==> src/rtl/ratio_det_pkg.sv <==
package ratio_det_pkg;

  localparam int NUM_RATIOS = 6;
  localparam int DIV_W = 4;
  localparam logic [2:0] CODE_NONE = 3'd7;

  // control -> datapath
  typedef struct packed {
    logic             run;
    logic             lowRate;
    logic [DIV_W-1:0] divisor;
  } ctlT;

  // datapath -> control: one frame measurement
  typedef struct packed {
    logic       valid;
    logic       ok;
    logic [2:0] code;
  } measT;

  function automatic int unsigned nominalOf(input int idx);
    case (idx)
      0: return 128;
      1: return 192;
      2: return 256;
      3: return 384;
      4: return 512;
      5: return 768;
      default: return 0;
    endcase
  endfunction

endpackage

==> src/rtl/ratio_det_datapath.sv <==
module ratio_det_datapath
  import ratio_det_pkg::*;
#(
  parameter int CNT_W = 11,
  parameter int TOL   = 2
) (
  input  logic clk,
  input  logic rstN,
  input  logic ws,
  input  ctlT  ctl,
  output measT meas,
  output logic osStrobe
);

  localparam logic [CNT_W-1:0] CNT_MAX = {CNT_W{1'b1}};

  logic [2:0] wsSync;
  logic       wsRise;
  logic [CNT_W-1:0] cnt;
  logic       haveEdge;
  logic       atLimit;
  logic [31:0] cntWide;
  logic [NUM_RATIOS-1:0] hit;
  logic [2:0] hitCode;
  logic [DIV_W-1:0] divCnt;

  // two synchroniser flops plus one history flop for edge detection
  always_ff @(posedge clk or negedge rstN) begin
    if (!rstN) wsSync <= '0;
    else       wsSync <= {wsSync[1:0], ws};
  end
  assign wsRise = wsSync[1] & ~wsSync[2];

  always_ff @(posedge clk or negedge rstN) begin
    if (!rstN) begin
      cnt      <= '0;
      haveEdge <= 1'b0;
    end else if (wsRise) begin
      cnt      <= CNT_W'(1);
      haveEdge <= 1'b1;
    end else if (cnt != CNT_MAX) begin
      cnt <= cnt + CNT_W'(1);
    end
  end

  assign atLimit = haveEdge && !wsRise && (cnt == CNT_MAX - CNT_W'(1));
  assign cntWide = 32'(cnt);

  for (genvar i = 0; i < NUM_RATIOS; i++) begin : g_cls
    localparam int NOM = int'(nominalOf(i));
    localparam logic [31:0] LO = 32'(NOM - TOL);
    localparam logic [31:0] HI = 32'(NOM + TOL);
    localparam bit LOW_OK = (NOM >= 256);
    assign hit[i] = (cntWide >= LO) && (cntWide <= HI) && (LOW_OK || !ctl.lowRate);
  end

  always_comb begin
    hitCode = '0;
    for (int i = 0; i < NUM_RATIOS; i++) begin
      if (hit[i]) hitCode = 3'(i);
    end
  end

  assign meas.valid = (wsRise && haveEdge) || atLimit;
  assign meas.ok    = wsRise && (|hit);
  assign meas.code  = hitCode;

  // strobe divider, realigned on every frame edge
  always_ff @(posedge clk or negedge rstN) begin
    if (!rstN)                               divCnt <= '0;
    else if (!ctl.run || wsRise)             divCnt <= '0;
    else if (divCnt >= ctl.divisor - DIV_W'(1)) divCnt <= '0;
    else                                     divCnt <= divCnt + DIV_W'(1);
  end

  assign osStrobe = ctl.run && (divCnt == ctl.divisor - DIV_W'(1));

endmodule

==> src/rtl/ratio_det_control.sv <==
module ratio_det_control
  import ratio_det_pkg::*;
#(
  parameter int LOCK_PERIODS = 3
) (
  input  logic       clk,
  input  logic       rstN,
  input  logic [1:0] modeSel,
  input  measT       meas,
  output ctlT        ctl,
  output logic       ratioValid,
  output logic       ratioErr,
  output logic [2:0] ratioCode
);

  localparam int AGR_W = $clog2(LOCK_PERIODS + 1);
  localparam logic [AGR_W-1:0] AGR_LOCK = AGR_W'(LOCK_PERIODS - 1);

  logic sleep, lowRate, masked;
  logic locked, errFlag;
  logic [2:0] cand;
  logic [AGR_W-1:0] agree;
  logic [9:0] nom;

  assign sleep   = modeSel[1];
  assign lowRate = (modeSel == 2'b01);

  always_ff @(posedge clk or negedge rstN) begin
    if (!rstN) begin
      locked  <= 1'b0;
      errFlag <= 1'b0;
      cand    <= CODE_NONE;
      agree   <= '0;
    end else if (sleep) begin
      locked  <= 1'b0;
      errFlag <= 1'b0;
      agree   <= '0;
    end else if (meas.valid) begin
      if (!meas.ok) begin
        locked  <= 1'b0;
        errFlag <= 1'b1;
        agree   <= '0;
      end else if (agree != '0 && meas.code == cand) begin
        if (agree == AGR_LOCK) begin
          locked  <= 1'b1;
          errFlag <= 1'b0;
        end else begin
          agree <= agree + AGR_W'(1);
        end
      end else begin
        cand  <= meas.code;
        agree <= AGR_W'(1);
        if (locked) begin
          locked  <= 1'b0;
          errFlag <= 1'b1;
        end
      end
    end
  end

  assign masked     = lowRate && (cand < 3'd2);
  assign ratioValid = locked && !sleep && !masked;
  assign ratioErr   = errFlag;
  assign ratioCode  = ratioValid ? cand : CODE_NONE;

  assign nom         = 10'(nominalOf(int'(cand)));
  assign ctl.run     = ratioValid;
  assign ctl.lowRate = lowRate;
  assign ctl.divisor = lowRate ? DIV_W'(nom >> 7) : DIV_W'(nom >> 6);

endmodule

==> src/rtl/ratio_detector.sv <==
module ratio_detector
  import ratio_det_pkg::*;
#(
  parameter int CNT_W        = 11,
  parameter int TOL          = 2,
  parameter int LOCK_PERIODS = 3
) (
  input  logic       clk,
  input  logic       rstN,
  input  logic       ws,
  input  logic [1:0] modeSel,
  output logic [2:0] ratioCode,
  output logic       ratioValid,
  output logic       ratioErr,
  output logic       osStrobe
);

  ctlT  ctl;
  measT meas;

  ratio_det_datapath #(.CNT_W(CNT_W), .TOL(TOL)) i_datapath (
    .clk(clk), .rstN(rstN), .ws(ws), .ctl(ctl), .meas(meas), .osStrobe(osStrobe)
  );

  ratio_det_control #(.LOCK_PERIODS(LOCK_PERIODS)) i_control (
    .clk(clk), .rstN(rstN), .modeSel(modeSel), .meas(meas), .ctl(ctl),
    .ratioValid(ratioValid), .ratioErr(ratioErr), .ratioCode(ratioCode)
  );

endmodule

==> config.mk <==
export PLATFORM = sky130hd
export DESIGN_NAME = ratio_detector
export DESIGN_NICKNAME = d
export VERILOG_FILES = /design/src/rtl/ratio_det_pkg.sv /design/src/rtl/ratio_det_datapath.sv /design/src/rtl/ratio_det_control.sv /design/src/rtl/ratio_detector.sv
export SDC_FILE = /design/constraint.sdc
export NUM_CORES = 1
export LEC_CHECK = 0
export ABC_AREA = 1
export BUFFER_PORTS_ARGS = -buffer_cell sky130_fd_sc_hd__buf_2
export CAP_MARGIN = 20
export CORE_MARGIN = 1.5
export CORE_UTILIZATION = 51
export CTS_CLUSTER_SIZE = 28
export DETAILED_ROUTE_END_ITERATION = 12
export PLACE_DENSITY = 0.68
export SLEW_MARGIN = 20
export SYNTH_ARGS = -nofsm -noshare
export SYNTH_HDL_FRONTEND = slang
export SYNTH_SLANG_ARGS = --single-unit
==> constraint.sdc <==
create_clock -name clk -period 3.65 [get_ports clk]
set_input_delay 0.1825 -clock clk [delete_from_list [all_inputs] [get_ports clk]]
set_output_delay 0.1825 -clock clk [all_outputs]
set_load 0.01 [all_outputs]
# Word level (Yosys, flattened, before mapping)
# Cells that the tools add are included.
[totals]
output_inout_bits = 6
latchBits = 0
rom_bits = 0
ramBits = 0
n_memories = 0
wordCells = 105
ff_bits = 26
[classes]
order_cmp = 14
div_mod_pow = 0
addsub = 4
shift = 0
mux = 28
multipliers = 0
n_reduce_logical = 33
n_eq_ne = 14
bitwise_logic = 4
[op_table]
columns = ["cell", "count"]
rows = [
  ["$pmux 10 s6", 1],
  ["$ge 11x8->1 const B", 2],
  ["$ge 11x9->1 const B", 2],
  ["$le 11x10->1 const B", 2],
  ["$le 11x8->1 const B", 2],
  ["$le 11x9->1 const B", 2],
  ["$mux 11", 2],
  ["$logic_and 1x1->1", 17],
  ["$mux 3", 5],
  ["$mux 1", 12],
  ["$mux 4", 3],
  ["$ne 4x4->1 const B", 3],
  ["$add 11x1->11 const B", 1],
  ["$eq 11x11->1 const B", 1],
  ["$ge 11x10->1 const B", 1],
  ["$ge 11x7->1 const B", 1],
  ["$ne 11x11->1 const B", 1],
  ["$mux 2", 5],
  ["$eq 3x2->1 const B", 2],
  ["$eq 3x3->1 const B", 2],
  ["$reduce_bool 2->1", 3],
  ["$reduce_or 6->1", 1],
  ["$logic_not 1->1", 5],
  ["$add 4x1->4 const B", 1],
  ["16 further kinds", 20],
]

# Depth between registers and ports, before layout
# Gate-level depths: netlist (run 1).
[logic_depth]
word_depth = 14
depth_mapped = 17
mapped_depth_nobuf = 16

# Modules after synthesis
# From an unflattened synthesis (run 1), not the netlist that was laid out.
[hier_totals]
hier_cells = 273
hier_area_um2 = 1944.4
[modules_own_cells]
columns = ["module", "n_inst", "cells_per_inst", "area_per_inst_um2"]
rows = [
  ["ratio_det_datapath", 1, 187, 1371.3],
  ["ratio_det_control", 1, 86, 573.0],
]

# Worst setup path before layout (run 1)
# OpenSTA, ideal clock, no wires.
[synth_timing]
path_type = "register -> output"
startpoint = "register i_control.cand[0]"
endpoint = "output port osStrobe"
path_stages_with_launch = 11
slack_ps = 1555
arrival_ps = 1912
t_required_ps = 3467
cell_sequence = "dfstp_2 > inv_1 > nor2_1 > o211ai_1 > o21ai_0 > inv_1 > ha_1 > xor2_1 > ha_1 > nand4_1 > nor2_1"
[synth_between]
elab_chain_len = 6
word_cells_on_any_way = 15
cone_classes = "1 x add/sub; 1 x order compare; 6 x eq/ne; 2 x mux; 5 x reduce/logical"
[synth_lines]
columns = ["element", "line_no", "text"]
rows = [
  ["start: declaration", "ratio_det_control.sv:21", "logic [2:0] cand;"],
  ["start signal: assignment", "ratio_det_control.sv:51", "cand <= meas.code;"],
  ["$eq 3x3->1, or another cell as far along", "ratio_det_pkg.sv:22", "case (idx)"],
  ["$pmux 10 s6", "ratio_det_pkg.sv:22", ""],
  ["$mux 4", "ratio_det_control.sv:69", "assign ctl.divisor = lowRate ? DIV_W'(nom >> 7) : DIV_W'(nom >> 6);"],
  ["$sub 4x1->4", "ratio_det_datapath.sv:76", "assign osStrobe = ctl.run && (divCnt == ctl.divisor - DIV_W'(1));"],
  ["$eq 4x4->1", "ratio_det_datapath.sv:76", ""],
  ["$logic_and 1x1->1 (*)", "ratio_det_datapath.sv:76", ""],
  ["end: declaration", "ratio_detector.sv:15", "output logic osStrobe"],
]
# Mark *: on every way between the ends. The rest lies on a longest branch, timed or not.

# Worst setup path in the final report (run 1)
# Same ends and word-level chain as after synthesis.

==> results of run 1 <==
stage by stage:
stage,cell area [um2],hold slack (ns),power [uW],cells,setup slack (ns)
floorplan,2090,-0.113,484,325,1.56
global placement,2200,0.208,540,384,1.41
detailed placement,2200,0.215,542,384,1.36
CTS,2290,0.288,787,390,1.05
global route,2290,0.316,832,390,0.779
finish,2290,0.290,784,390,1.04
final cells by class:
cell class / count / share of cell area
repair buffers: 13 / 0.0338
well taps: 50 / 0.0273
clock buffers: 3 / 0.0180
multi-input cells: 240 / 0.529
clock inverters: 1 / 0.0131
flip-flops and latches: 26 / 0.285
inverters: 57 / 0.0932
layout by cell type, fill, tap and decap left out, types with 2 or more instances in the layout:
master / synthesis / layout
dlygate4sd3_1: 0 / 2
a21oi_1: 12 / 12
inv_1: 52 / 52
dfstp_2: 3 / 3
o211ai_1: 2 / 2
nor2_1: 50 / 50
dfrtp_1: 23 / 23
nor2_2: 6 / 6
nand2_2: 6 / 6
clkbuf_8: 0 / 3
ha_1: 10 / 10
nand3_1: 29 / 29
inv_2: 4 / 4
nand4_1: 7 / 7
o21ai_1: 3 / 3
nor2_4: 2 / 2
xor2_1: 2 / 2
a211oi_1: 2 / 2
nor3_1: 6 / 6
buf_2: 0 / 10
nand3_2: 2 / 2
o21ai_0: 12 / 12
nand2_1: 78 / 78
layer usage:
layer	share of wire	vias to the layer above	GRT usage
li1	-	1062	-
met1	0.51	932	0.339
met2	0.43	43	0.368
met3	0.045	4	0.0405
met4	0.0083	0	0.0638
met5	0	-	0
cell families (layout without fill, tap and decap cells):
family | Yosys count | count (layout) | share of synthesized area
simple gates | 190 | 190 | 0.402
buf+inv | 59 | 74 | 0.108
compound gates | 37 | 37 | 0.106
flops | 26 | 26 | 0.312
fa+ha+maj | 10 | 10 | 0.0597
xor+xnor | 3 | 3 | 0.0125
flip-flops by register name, summed over array words and instances, names as in the netlist:
| register | flops |
|---|---|
| i_datapath.haveEdge | 1 |
| i_control.ratioErr | 1 |
| i_control.locked | 1 |
| i_datapath.divCnt | 4 |
| i_datapath.wsSync | 3 |
| i_control.agree | 2 |
| i_control.cand | 3 |
| i_datapath.cnt | 11 |
report_power, final:
| group | total, uW | internal, uW | leakage [uW] | switching, uW |
|---|---|---|---|---|
| Sequential | 346 | 310 | 0.000332 | 36.1 |
| Clock | 242 | 147 | 0.0000357 | 94.7 |
| Combinational | 197 | 62.1 | 0.000780 | 135 |
critical path, cell delays in order (launching register included):
cell and delay, ns:
dfstp_2 0.55, inv_1 0.10, nor2_1 0.18, o211ai_1 0.10, o21ai_0 0.10, inv_1 0.06
ha_1 0.20, xor2_1 0.16, ha_1 0.32, nand4_1 0.13, nor2_1 0.11, buf_2 0.13
worst paths after layout:
check / slack, ns / from / endpoint / depth (start not counted)
worst max-delay path: 1.04 / i_control.cand[0] / osStrobe / 11
worst min-delay path: 0.29 / modeSel[1] / i_control.agree[1] / 4
worst max register to register: 1.32 / i_control.cand[0] / i_datapath.divCnt[3] / 12
worst min register to register: 0.38 / i_datapath.wsSync[1] / i_datapath.wsSync[2] / 0
max in group asynchronous: 2.84 / rstN / i_datapath.cnt[7] / 2
min in group asynchronous: 0.43 / rstN / i_datapath.wsSync[0] / 2
==> impl_metrics.toml, run 1 <==
[synth]
synthArstFlopShare = 1.00
synth_top_area_frac = 0.275
synthesis.area_um2 = 2090
syn_inst = 325
synth_area_leaders = "dfrtp_1 27%, nand2_1 14%, inv_1 9.3%"
avgSynthCellArea_um2 = 6.44
ys_types = 34
synth_edf_count = 0
netlist_top_cells_count = "78 x nand2_1, 52 x inv_1, 50 x nor2_1"
synth_top_cell_by_area = "dfrtp_1"
dominantRegCellSynth = "dfrtp_1"
synthMostInstantiatedCell = "nand2_1"
yosys_register_bits = 26
synth.net_count = 340
synth_warnings = 0
ys_seq_area_frac = 0.312

[clocking]
cts_tree = "yes"
cts.path.max_buffers = 2
cts_buffers = 3
cts_resized = 0
cts_max_level = 1
cts_root_buf = "clkbuf_8"
clk_pin_slew_ns = 0.10
post_cts.repair.setup_buffers = 0
hold_buffers = 2
cts.sinks = 26
insertion_delay_ns = 0.28

[detailed_routing]
wl_per_cell_um = 12.4
vias = 2041
first_iter_violations = 128
drt_wl_total_mm = 4.82
final_antenna_net_count = 0
viasPerCell = 5.23
drcViolationCount = 0
drt_pass1_iterations = 4

[worst_hold_path]
holdCritPathClass = "primary input to register"

[critical_path]
worst_setup_path_start_kind = "register"
crit_type = "register to output pin"
cp-end-kind = "output pin"
crit_required_ns = 3.47
critPathArrivalTime_ns = 2.42
critPathMaxFanout = 7

[global_route]
grt_pass1_wl_mm = 8.14
grt_usage = 0.237
antenna_found_initial = 0
overflow = 0
grt_max_degree = 27
grt_pass1_vias = 1847

[power]
power_leakage_uw = 0.00115
vdd_drop_max_v = 0.000277
p_per_area_nw_per_um2 = 342

[timing]
min_period_ns = 2.61
rsz0062_at_grt = "no"
slew_viol_final = 0
fmax_ghz = 0.384
fin_crit_sh = 0.714
setup_viol = 0
tightest_slew_ns = 0.574
relSlewSlack = 0.617
timing.final.hold_violations = 0
skew_ns = 0.0118
tns_ns = 0

[layout]
antenna_cells = 0
final_core_util = 0.578
nNetsFinal = 356
syn2layout_area_growth_pct = 9.56
nFillCells = 403
layout.area.seq_um2 = 654
multiInputGateArea_um2 = 1210
drive_gt1_frac = 0.124

[status]
status = "complete, no violations"

[placement]
hpwl_mm = 3.81
io_buffers = 10
gp_congestion = 0.921

[floorplanning]
core_area_um2 = 3970
dieHeight_um = 67.1
start_util = 0.527
io_pins = 11
die_w_um = 67.1
die-area_um2 = 4500
num_rows = 23

[flow_run]
drv_cap = 0
No activity file was read; power rests on OpenSTA's default activity.
==> inputs of run 2 (changes only) <==
- ABC_AREA: 1 -> 0
- PLACE_DENSITY: 0.68 -> 0.69
- clock period: 3.65 -> 2.65 ns (I/O delays scaled with it)
==> impl_metrics.toml, run 2 <==
[status]
status = "complete, no violations"

[layout]
drive_gt1_frac = 0.192
final_common_cell = "nor2_1"
syn2layout_area_growth_pct = 8.57
top_regs = "i_datapath.cnt: 11 flops, i_datapath.divCnt: 4 flops"
nNetsFinal = 240
final_cell_mix = "29 x nor2_1, 23 x dfrtp_1, 15 x nand2_1"
stdcell_count = 272
largest_register = "i_datapath.cnt"
antenna_cells = 0
largest_reg_flops = 11

[global_route]
grt_usage = 0.196
overflow = 0
grt_pass1_wl_mm = 6.49
grt_pass1_vias = 1438
grt_max_degree = 27
antenna_found_initial = 0

[floorplanning]
io_pins = 11
die-area_um2 = 4120
core_area_um2 = 3630
num_rows = 22
start_util = 0.526
dieHeight_um = 64.2
die_w_um = 64.2

[critical_path]
critical_path.top_delay_family = "simple AND/OR/NAND/NOR gates"
cp-end-kind = "register"
crit_chain = "or4_4, nor3_4, a41o_1, o21ai_1, and2_2, or3_1, a211oi_2"
critPathArrivalTime_ns = 2.67
max_stage_delay_ns = 0.58
slowest_stage = "or4_4"
crit_required_ns = 2.84
critPathMaxFanout = 5
crit_type = "register to register"
critical_path_buf_inv_count = 0
worst_setup_path_start_kind = "register"

[synth]
synthMostInstantiatedCell = "nor2_1"
ys_seq_area_frac = 0.342
synth_top_area_frac = 0.301
synth_edf_count = 0
synth_top_cell_by_area = "dfrtp_1"
dominantRegCellSynth = "dfrtp_1"
synthArstFlopShare = 1.00
syn_inst = 211
synth_warnings = 0
synth_area_leaders = "dfrtp_1 30%, ha_1 6.5%, nor2_1 5.7%"
synth.net_count = 226
netlist_top_cells_count = "29 x nor2_1, 23 x dfrtp_1, 15 x nand2_1"
yosys_register_bits = 26
ys_types = 53
synthesis.area_um2 = 1910
avgSynthCellArea_um2 = 9.06

[timing]
timing.final.hold_violations = 0
setup_viol = 0
skew_ns = 0.00254
slew_viol_final = 0
relSlewSlack = 0.601
fin_crit_sh = 0.933
fmax_ghz = 0.404
min_period_ns = 2.47
rsz0062_at_grt = "no"
tightest_slew_ns = 0.598
tns_ns = 0

[power]
power_frac_seq = 0.475
power_leakage_uw = 0.000839
p_per_area_nw_per_um2 = 482
comb_power_share = 0.195
p_clk_frac = 0.330
p_switching_uw = 289
vdd_drop_max_v = 0.000263
p_int_uw = 712
p_sw_frac = 0.289

[detailed_routing]
viasPerCell = 5.67
first_iter_violations = 120
vias = 1543
drt_wl_total_mm = 3.84
drcViolationCount = 0
drt_pass1_iterations = 5
final_antenna_net_count = 0
wl_per_cell_um = 14.1

[clocking]
clk_pin_slew_ns = 0.09
post_cts.repair.setup_buffers = 0
cts.path.max_buffers = 2
cts.sinks = 26
cts_max_level = 1
insertion_delay_ns = 0.27
cts_root_buf = "clkbuf_8"
cts_buffers = 3
cts_tree = "yes"

[worst_hold_path]
holdCritPathClass = "primary input to register"

[flow_run]
drv_cap = 0

[placement]
io_buffers = 10
dpl.cell_count = 266
gp_congestion = 0.862
hpwl_mm = 2.92
==> run 2: cell count changes after synthesis, moves of 6 or more <==
cell | before | now
inv_1 | 52 | 11
nand2_1 | 78 | 15
nand2_2 | 6 | 0
nand2b_1 | 0 | 6
nand3_1 | 29 | 7
nor2_1 | 50 | 29
nor2_2 | 6 | 0
o21ai_0 | 12 | 6
==> run 2: layer usage <==
layer	vias up	track usage	part of all wire
li1	783	-	-
met1	732	0.272	0.49
met2	24	0.326	0.48
met3	4	0.0229	0.024
met4	0	0.0479	0.0070
met5	-	0	0
==> run 2: area by class of cell <==
cell class / instances / area, um2
clock buffer: 3 / 41.3
sequential: 26 / 654
clock inverter: 1 / 30.0
multi-input combinational: 163 / 1120
timing repair buffer: 20 / 130
inverter: 11 / 41.3
fill: 335 / 1560
tap: 48 / 60.1
==> run 2: timing repair <==
| item | 4_1_cts | 5_1_grt |
|---|---|---|
| endpoints found under the setup margin | 0 | 3 |
| resized for setup | 0 | 2 |
| hold buffers | 2 | 0 |
| hold endpoints to repair | 24 | 0 |
==> run 2: kinds of logic after synthesis <==
group	after synthesis	share of synthesized area
flops	26	0.342
xor+xnor	9	0.0412
fa+ha+maj	10	0.0654
compound gates	47	0.190
mux	5	0.0268
buf+inv	22	0.0805
simple gates	92	0.254
==> run 2: stage by stage <==
step,setup slack [ns],instance area [um2],total power (uW),hold slack (ns),util
2_1_floorplan,0.260,1910,643,-0.163,-
6_report,0.177,2080,1000,0.129,0.571
3_5_place_dp,0.201,1970,676,0.171,0.542
3_3_place_gp,0.260,1970,674,0.169,0.542
4_1_cts,0.181,2060,1010,0.118,0.567
5_1_grt,0.0118,2080,1060,0.132,0.571
==> run 2: power groups by stage <==
| stage | clock network [uW] | logic, uW | registers, uW |
|---|---|---|---|
| global placement | 0 | 190 | 484 |
| detailed placement | 0 | 193 | 483 |
| CTS | 342 | 196 | 475 |
| floorplan | 0 | 186 | 457 |
| finish | 331 | 195 | 475 |
| global route | 355 | 220 | 483 |
==> run 2: worst reg2reg max path: stages, from the launching register on <==
cell and delay, ns:
dfrtp_1 0.42, or4_4 0.58, nor3_4 0.20, a41o_1 0.22, o21ai_1 0.12, and2_2 0.24, or3_1 0.40, a211oi_2 0.22
==> run 2: worst paths after layout <==
kind | from | end | slack, ns | depth (start not counted)
max | i_datapath.cnt[5] | i_control.locked | 0.18 | 7
min reg2reg | i_datapath.wsSync[0] | i_datapath.wsSync[1] | 0.36 | 0
max reg2reg | i_datapath.cnt[5] | i_control.locked | 0.18 | 7
min in group asynchronous | rstN | i_control.agree[0] | 0.39 | 2
min | modeSel[1] | i_control.locked | 0.13 | 2
max in group asynchronous | rstN | i_datapath.cnt[1] | 1.87 | 2
